File: src/rtl/mxd_pkg.sv
package mxd_pkg;

  typedef enum logic [2:0] {
    PH_IDLE,
    PH_ROW,
    PH_COL,
    PH_HOLD,
    PH_PRE
  } phase_t;

  // Row-strobe low time: the longer of the minimum active time and the
  // row-to-column delay plus the column phase.
  function automatic int act_len(input int t_ras, input int t_rcd, input int t_cas);
    return (t_rcd + t_cas > t_ras) ? (t_rcd + t_cas) : t_ras;
  endfunction

endpackage

File: src/rtl/mxd_timer.sv
module mxd_timer #(
  parameter int W = 4
) (
  input  logic         clk,
  input  logic         rst_n,
  input  logic         load,
  input  logic [W-1:0] load_val,
  output logic         done
);
  logic [W-1:0] cnt;

  always_ff @(posedge clk or negedge rst_n) begin
    if (!rst_n)          cnt <= '0;
    else if (load)       cnt <= load_val;
    else if (cnt != '0)  cnt <= cnt - 1'b1;
  end

  assign done = (cnt == '0);
endmodule

File: src/rtl/mxd_lane_gate.sv
module mxd_lane_gate #(
  parameter int NL = 2
) (
  input  logic [NL-1:0]   be,
  input  logic [NL*8-1:0] bus_in,
  output logic [NL-1:0]   strobe_sel,
  output logic [NL*8-1:0] data_masked
);
  assign strobe_sel = be;

  for (genvar l = 0; l < NL; l++) begin : g_lane
    assign data_masked[l*8 +: 8] = be[l] ? bus_in[l*8 +: 8] : 8'h00;
  end
endmodule

File: src/rtl/mxdram_sequencer.sv
module mxdram_sequencer #(
  parameter int AW    = 18,
  parameter int DW    = 16,
  parameter int T_RCD = 3,
  parameter int T_CAS = 3,
  parameter int T_RAS = 5,
  parameter int T_RP  = 4
) (
  input  logic               clk,
  input  logic               rst_n,
  input  logic               req_valid,
  output logic               req_ready,
  input  logic               req_write,
  input  logic [AW-1:0]      req_addr,
  input  logic [DW/8-1:0]    req_be,
  input  logic [DW-1:0]      req_wdata,
  output logic               rsp_valid,
  output logic [DW-1:0]      rsp_rdata,
  output logic [AW/2-1:0]    dram_a,
  output logic               dram_ras_n,
  output logic [DW/8-1:0]    dram_cas_n,
  output logic               dram_we_n,
  output logic               dram_oe_n,
  output logic [DW-1:0]      dram_dq_out,
  output logic [DW/8-1:0]    dram_dq_oe,
  input  logic [DW-1:0]      dram_dq_in
);
  import mxd_pkg::*;

  localparam int HW     = AW / 2;
  localparam int NL     = DW / 8;
  localparam int T_ACT  = act_len(T_RAS, T_RCD, T_CAS);
  localparam int T_HOLD = T_ACT - T_RCD - T_CAS;
  localparam int TW     = $clog2(T_ACT + T_RP + 2);

  phase_t        ph, ph_nx;
  logic          tmr_load;
  logic [TW-1:0] tmr_val;
  logic          tmr_done;

  logic [HW-1:0] col_q;
  logic [NL-1:0] be_q;
  logic          write_q;
  logic [NL-1:0] lane_strobe;
  logic [DW-1:0] rd_masked;

  // Named events, also watched by the checker.
  logic accept, cas_fire, cas_end, ras_end;

  assign req_ready = (ph == PH_IDLE);
  assign accept    = req_valid && req_ready;
  assign cas_fire  = (ph == PH_ROW) && tmr_done;
  assign cas_end   = (ph == PH_COL) && tmr_done;
  assign ras_end   = tmr_done && ((ph == PH_HOLD) || ((ph == PH_COL) && (T_HOLD == 0)));

  mxd_timer #(.W(TW)) u_tmr (
    .clk      (clk),
    .rst_n    (rst_n),
    .load     (tmr_load),
    .load_val (tmr_val),
    .done     (tmr_done)
  );

  mxd_lane_gate #(.NL(NL)) u_lanes (
    .be          (be_q),
    .bus_in      (dram_dq_in),
    .strobe_sel  (lane_strobe),
    .data_masked (rd_masked)
  );

  // Phase sequencing; each phase is loaded with its length minus one.
  always_comb begin
    ph_nx    = ph;
    tmr_load = 1'b0;
    tmr_val  = '0;
    unique case (ph)
      PH_IDLE: if (accept) begin
        ph_nx = PH_ROW; tmr_load = 1'b1; tmr_val = TW'(T_RCD - 1);
      end
      PH_ROW: if (tmr_done) begin
        ph_nx = PH_COL; tmr_load = 1'b1; tmr_val = TW'(T_CAS - 1);
      end
      PH_COL: if (tmr_done) begin
        if (T_HOLD > 0) begin
          ph_nx = PH_HOLD; tmr_load = 1'b1; tmr_val = TW'(T_HOLD - 1);
        end else if (T_RP > 1) begin
          ph_nx = PH_PRE; tmr_load = 1'b1; tmr_val = TW'(T_RP - 2);
        end else begin
          ph_nx = PH_IDLE;
        end
      end
      PH_HOLD: if (tmr_done) begin
        if (T_RP > 1) begin
          ph_nx = PH_PRE; tmr_load = 1'b1; tmr_val = TW'(T_RP - 2);
        end else begin
          ph_nx = PH_IDLE;
        end
      end
      PH_PRE: if (tmr_done) ph_nx = PH_IDLE;
      default: ph_nx = PH_IDLE;
    endcase
  end

  always_ff @(posedge clk or negedge rst_n) begin
    if (!rst_n) begin
      ph          <= PH_IDLE;
      dram_ras_n  <= 1'b1;
      dram_cas_n  <= '1;
      dram_we_n   <= 1'b1;
      dram_oe_n   <= 1'b1;
      dram_dq_oe  <= '0;
      dram_dq_out <= '0;
      dram_a      <= '0;
      col_q       <= '0;
      be_q        <= '0;
      write_q     <= 1'b0;
      rsp_valid   <= 1'b0;
      rsp_rdata   <= '0;
    end else begin
      ph        <= ph_nx;
      rsp_valid <= cas_end;
      if (accept) begin
        dram_ras_n <= 1'b0;
        dram_a     <= req_addr[AW-1:HW];
        col_q      <= req_addr[HW-1:0];
        be_q       <= req_be;
        write_q    <= req_write;
        dram_we_n  <= ~req_write;
        if (req_write) begin
          dram_dq_out <= req_wdata;
          dram_dq_oe  <= req_be;
        end
      end
      if (cas_fire) begin
        dram_a     <= col_q;
        dram_cas_n <= ~lane_strobe;
        dram_oe_n  <= write_q;
      end
      if (cas_end) begin
        dram_cas_n <= '1;
        dram_oe_n  <= 1'b1;
        if (!write_q) rsp_rdata <= rd_masked;
      end
      if (ras_end) begin
        dram_ras_n <= 1'b1;
        dram_we_n  <= 1'b1;
        dram_dq_oe <= '0;
      end
    end
  end
endmodule

File: config.mk
export PLATFORM = sky130hd
export DESIGN_NAME = mxdram_sequencer
export DESIGN_NICKNAME = d
export VERILOG_FILES = /design/src/rtl/mxd_pkg.sv /design/src/rtl/mxd_timer.sv /design/src/rtl/mxd_lane_gate.sv /design/src/rtl/mxdram_sequencer.sv
export SDC_FILE = /design/constraint.sdc
export NUM_CORES = 1
export LEC_CHECK = 0
export BUFFER_PORTS_ARGS = -buffer_cell sky130_fd_sc_hd__buf_4
export CAP_MARGIN = 25
export CORE_MARGIN = 8
export CORE_UTILIZATION = 45
export CTS_CLUSTER_DIAMETER = 40
export DETAILED_ROUTE_END_ITERATION = 16
export GPL_ROUTABILITY_DRIVEN = 0
export MAX_ROUTING_LAYER = met4
export PLACE_DENSITY = 0.72
export SYNTH_ARGS = -nofsm -noshare
export SYNTH_HDL_FRONTEND = slang
export SYNTH_SLANG_ARGS = --single-unit
File: constraint.sdc
create_clock -name clk -period 2.15 [get_ports clk]
set_clock_uncertainty 0.1 [all_clocks]
set_input_delay 0.3225 -clock clk [delete_from_list [all_inputs] [get_ports clk]]
set_output_delay 0.3225 -clock clk [all_outputs]
set_load 0.05 [all_outputs]
==> flow_summary_export.csv <==
group,metric,value,unit
sta,fin_setup_tns,0,ns
drt,drt_pre_antenna_iters,4,
drt,vias_per_cell,4.93,
synthesis,synth_cells,252,
cells_and_area,seqCellArea,1710,sq um
drt,wirelength,7.15,mm
worst_setup_path,cp-start-kind,"flop",
cts,clk_pin_slew,0.07,ns
synthesis,synth_edf_count,0,
global_route,grt_usage,16.0,%
synthesis,ys_warn_count,0,
cells_and_area,utilization,63.5,%
drt,dr.first_iter.drc_count,111,
global_route,grt_first_pass_wirelength,12.0,mm
sta,slew_violations,0,
die,start_util,46.4,%
synthesis,synthArstFlopShare,100,%
cts,clock_sinks,68,
worst_setup_path,critPathKind,"flop to flop",
cts,cts.path.max_buffers,2,
worst_setup_path,endpoint_kind,"flop",
cells_and_area,fillers,522,
cells_and_area,fin_area,4030,sq um
synthesis,syn_avg_cell_area,11.7,sq um
synthesis,synth_ff_type,"dfrtp_1",
cells_and_area,drive_gt1_share,42.9,%
drt,ant_nets,0,
cells_and_area,multi_input_area,1080,sq um
power,cellLeakagePower,2.08,nW
sta,maxSlewHeadroom,68.0,%
worst_hold_path,holdCritPathClass,"primary input to flop",
synthesis,synth_top_cells_by_count,"dfrtp_1, nand2_1, inv_1",
global_route,grt_pass1_vias,2417,
sta,fin_crit,1.95,ns
drt,wl_per_cell,16.1,microns
power,vdd_drop_max,0.000983,V
placed_design,place_hpwl,5.30,mm
die,fp.dieH,96.9,microns
synthesis,ys_types,35,
synthesis,yosysTopAreaCell,"dfrtp_1",
global_route,antenna_found_initial,0,
sta,rsz0062_at_grt,"false",
worst_setup_path,arrival,2.07,ns
sta,hold_viol,0,
cts,cts_tree,"done",
die,rows,29,
sta,setup_viol,0,
worst_setup_path,required,2.27,ns
synthesis,synth_nets,309,
synthesis,syn-cell-area,2940,sq um
cts,worstSkewPairLatency,0.33,ns
drt,num_vias,2182,
synthesis,synth_top_cell_area_share,53.5,%
flow_run,cap_viol_max_count,0,
cts,htree_levels,3,
synthesis,synth_area_leaders,"dfrtp_1, nand2_1, mux2i_1",
synthesis,synth-seq-cells,68,
drt,drc,0,
sta,worst_pin_slew,0.479,ns
cells_and_area,fin_cells,443,
power,power_density,1790,nW/um^2
die,pin_count,106,
sta,period_share,90.6,%
die,coreArea,6350,sq um
synthesis,seq_area_frac_synth,58.0,%
cts,cts_buffers,9,
run_status,outcome,"complete, no violations",
cells_and_area,syn_to_final_growth,36.9,%
cells_and_area,layout.nets,418,
placed_design,dpl-instance-area,3790,sq um
global_route,grt_max_degree,39,
die,die_x,96.9,microns
synthesis,yosysMostFrequentCell,"dfrtp_1",
cts,cts-root-buf,"clkbuf_8",
die,die-area,9390,sq um
worst_setup_path,crit_path_max_fanout,12,
sta,fmax,513,MHz
global_route,overflow,0,
placed_design,port_buffers,105,
sta,hold_slack,0.0750,ns
placed_design,place_inst,426,
cells_and_area,diodes,0,
## report_power, final
| group | switching [mW] | internal [mW] | total [mW] |
|---|---|---|---|
| Combinational | 2.42 | 1.30 | 3.72 |
| Clock | 0.486 | 0.637 | 1.12 |
| Sequential | 0.454 | 1.91 | 2.37 |
## stage by stage
step | power (mW) | worst slack, ns
detailed placement | 6.13 | 0.134
finish | 7.21 | 0.201
floorplan | 4.99 | 0.147
global route | 7.62 | 0.103
CTS | 7.27 | 0.127
global placement | 6.04 | 0.170
## cells by family (layout without fill, tap and decap cells)
logic type	Yosys count	after routing	synth area share, %
AOI/OAI and AO/OA	29	29	7.39
xor gates and xnor gates	2	2	0.595
adders and majority gates	1	1	0.425
buffers and inverters	34	148	5.69
DFF	68	68	58.0
muxes	32	32	12.7
and+or+nand+nor	86	86	15.2
## flip-flops by register name, indices dropped and copies added, names as in the netlist, 2 cells and up
signal       flops
dram_a           9
ph               3
col_q            9
u_tmr.cnt        4
dram_dq_out     16
dram_dq_oe       2
be_q             2
rsp_rdata       16
dram_cas_n       2
## cell usage in the layout (no fill, tap or decap), drive strengths merged
cell,Yosys,routed
nor3,4,4
inv,21,22
nor3b,3,3
mux2,16,16
xnor2,2,2
dlygate4sd3,0,1
clkinv,0,1
or4b,1,1
mux2i,16,16
clkinvlp,0,1
nand2,56,56
dfstp,5,5
nand2b,5,5
a21oi,5,5
or3,1,1
nand3b,2,2
ha,1,1
o221a,9,9
nor4b,1,1
clkbuf,1,12
or2b,5,5
nor2,1,1
or2,1,1
o21ai,10,10
buf,12,110
dfrtp,63,63
or3b,2,2
nand3,4,4
bufinv,0,1
o211ai,5,5
## timing repair
action                                 in CTS  in global routing
endpoints found under the hold margin      30                  0
setup endpoints to repair                   0                  4
gates resized for setup                     0                  2
setup buffers                               0                  0
hold buffers                                1                  0
## routing by layer
layer  routed length, microns  up-vias  track usage, %
met4                      107        0            6.63
met5                        0        -               -
met3                      402       11            4.41
li1                         -     1061               -
met1                     3450     1028            21.0
met2                     3190       82            22.7
## worst paths after layout
path,startpoint,to,slack [ns],cells after the start
worst min register to register,dram_ras_n$_DFFE_PN1P_,dram_ras_n$_DFFE_PN1P_,0.36,2
max in group asynchronous,rst_n,dram_we_n$_DFFE_PN1P_,0.99,3
worst max register to register,u_tmr.cnt[0]$_DFFE_PN0P_,dram_a[0]$_DFFE_PN0P_,0.20,5
worst min-delay path,req_addr[1],col_q[1]$_DFFE_PN0P_,0.07,3
min in group asynchronous,rst_n,rsp_rdata[2]$_DFFE_PN0P_,0.36,2
worst max-delay path,u_tmr.cnt[0]$_DFFE_PN0P_,dram_a[0]$_DFFE_PN0P_,0.20,5
## cell type report
| type | instances | share of cell area, % |
|---|---|---|
| multi-input cells | 150 | 26.8 |
| inverters | 21 | 1.96 |
| clock buffers | 12 | 4.10 |
| flip-flops and latches | 68 | 42.4 |
| repair buffers | 111 | 21.0 |
| clock inverters | 4 | 1.37 |
| well taps | 77 | 2.39 |
## worst max-delay path, cell delays in order (launching register included)
cell     delay [ns]
dfrtp_1        0.40
inv_1          0.07
ha_1           0.19
or3b_4         0.46
or2_4          0.34
o221a_2        0.28
Power figures use the tool's default switching activity.
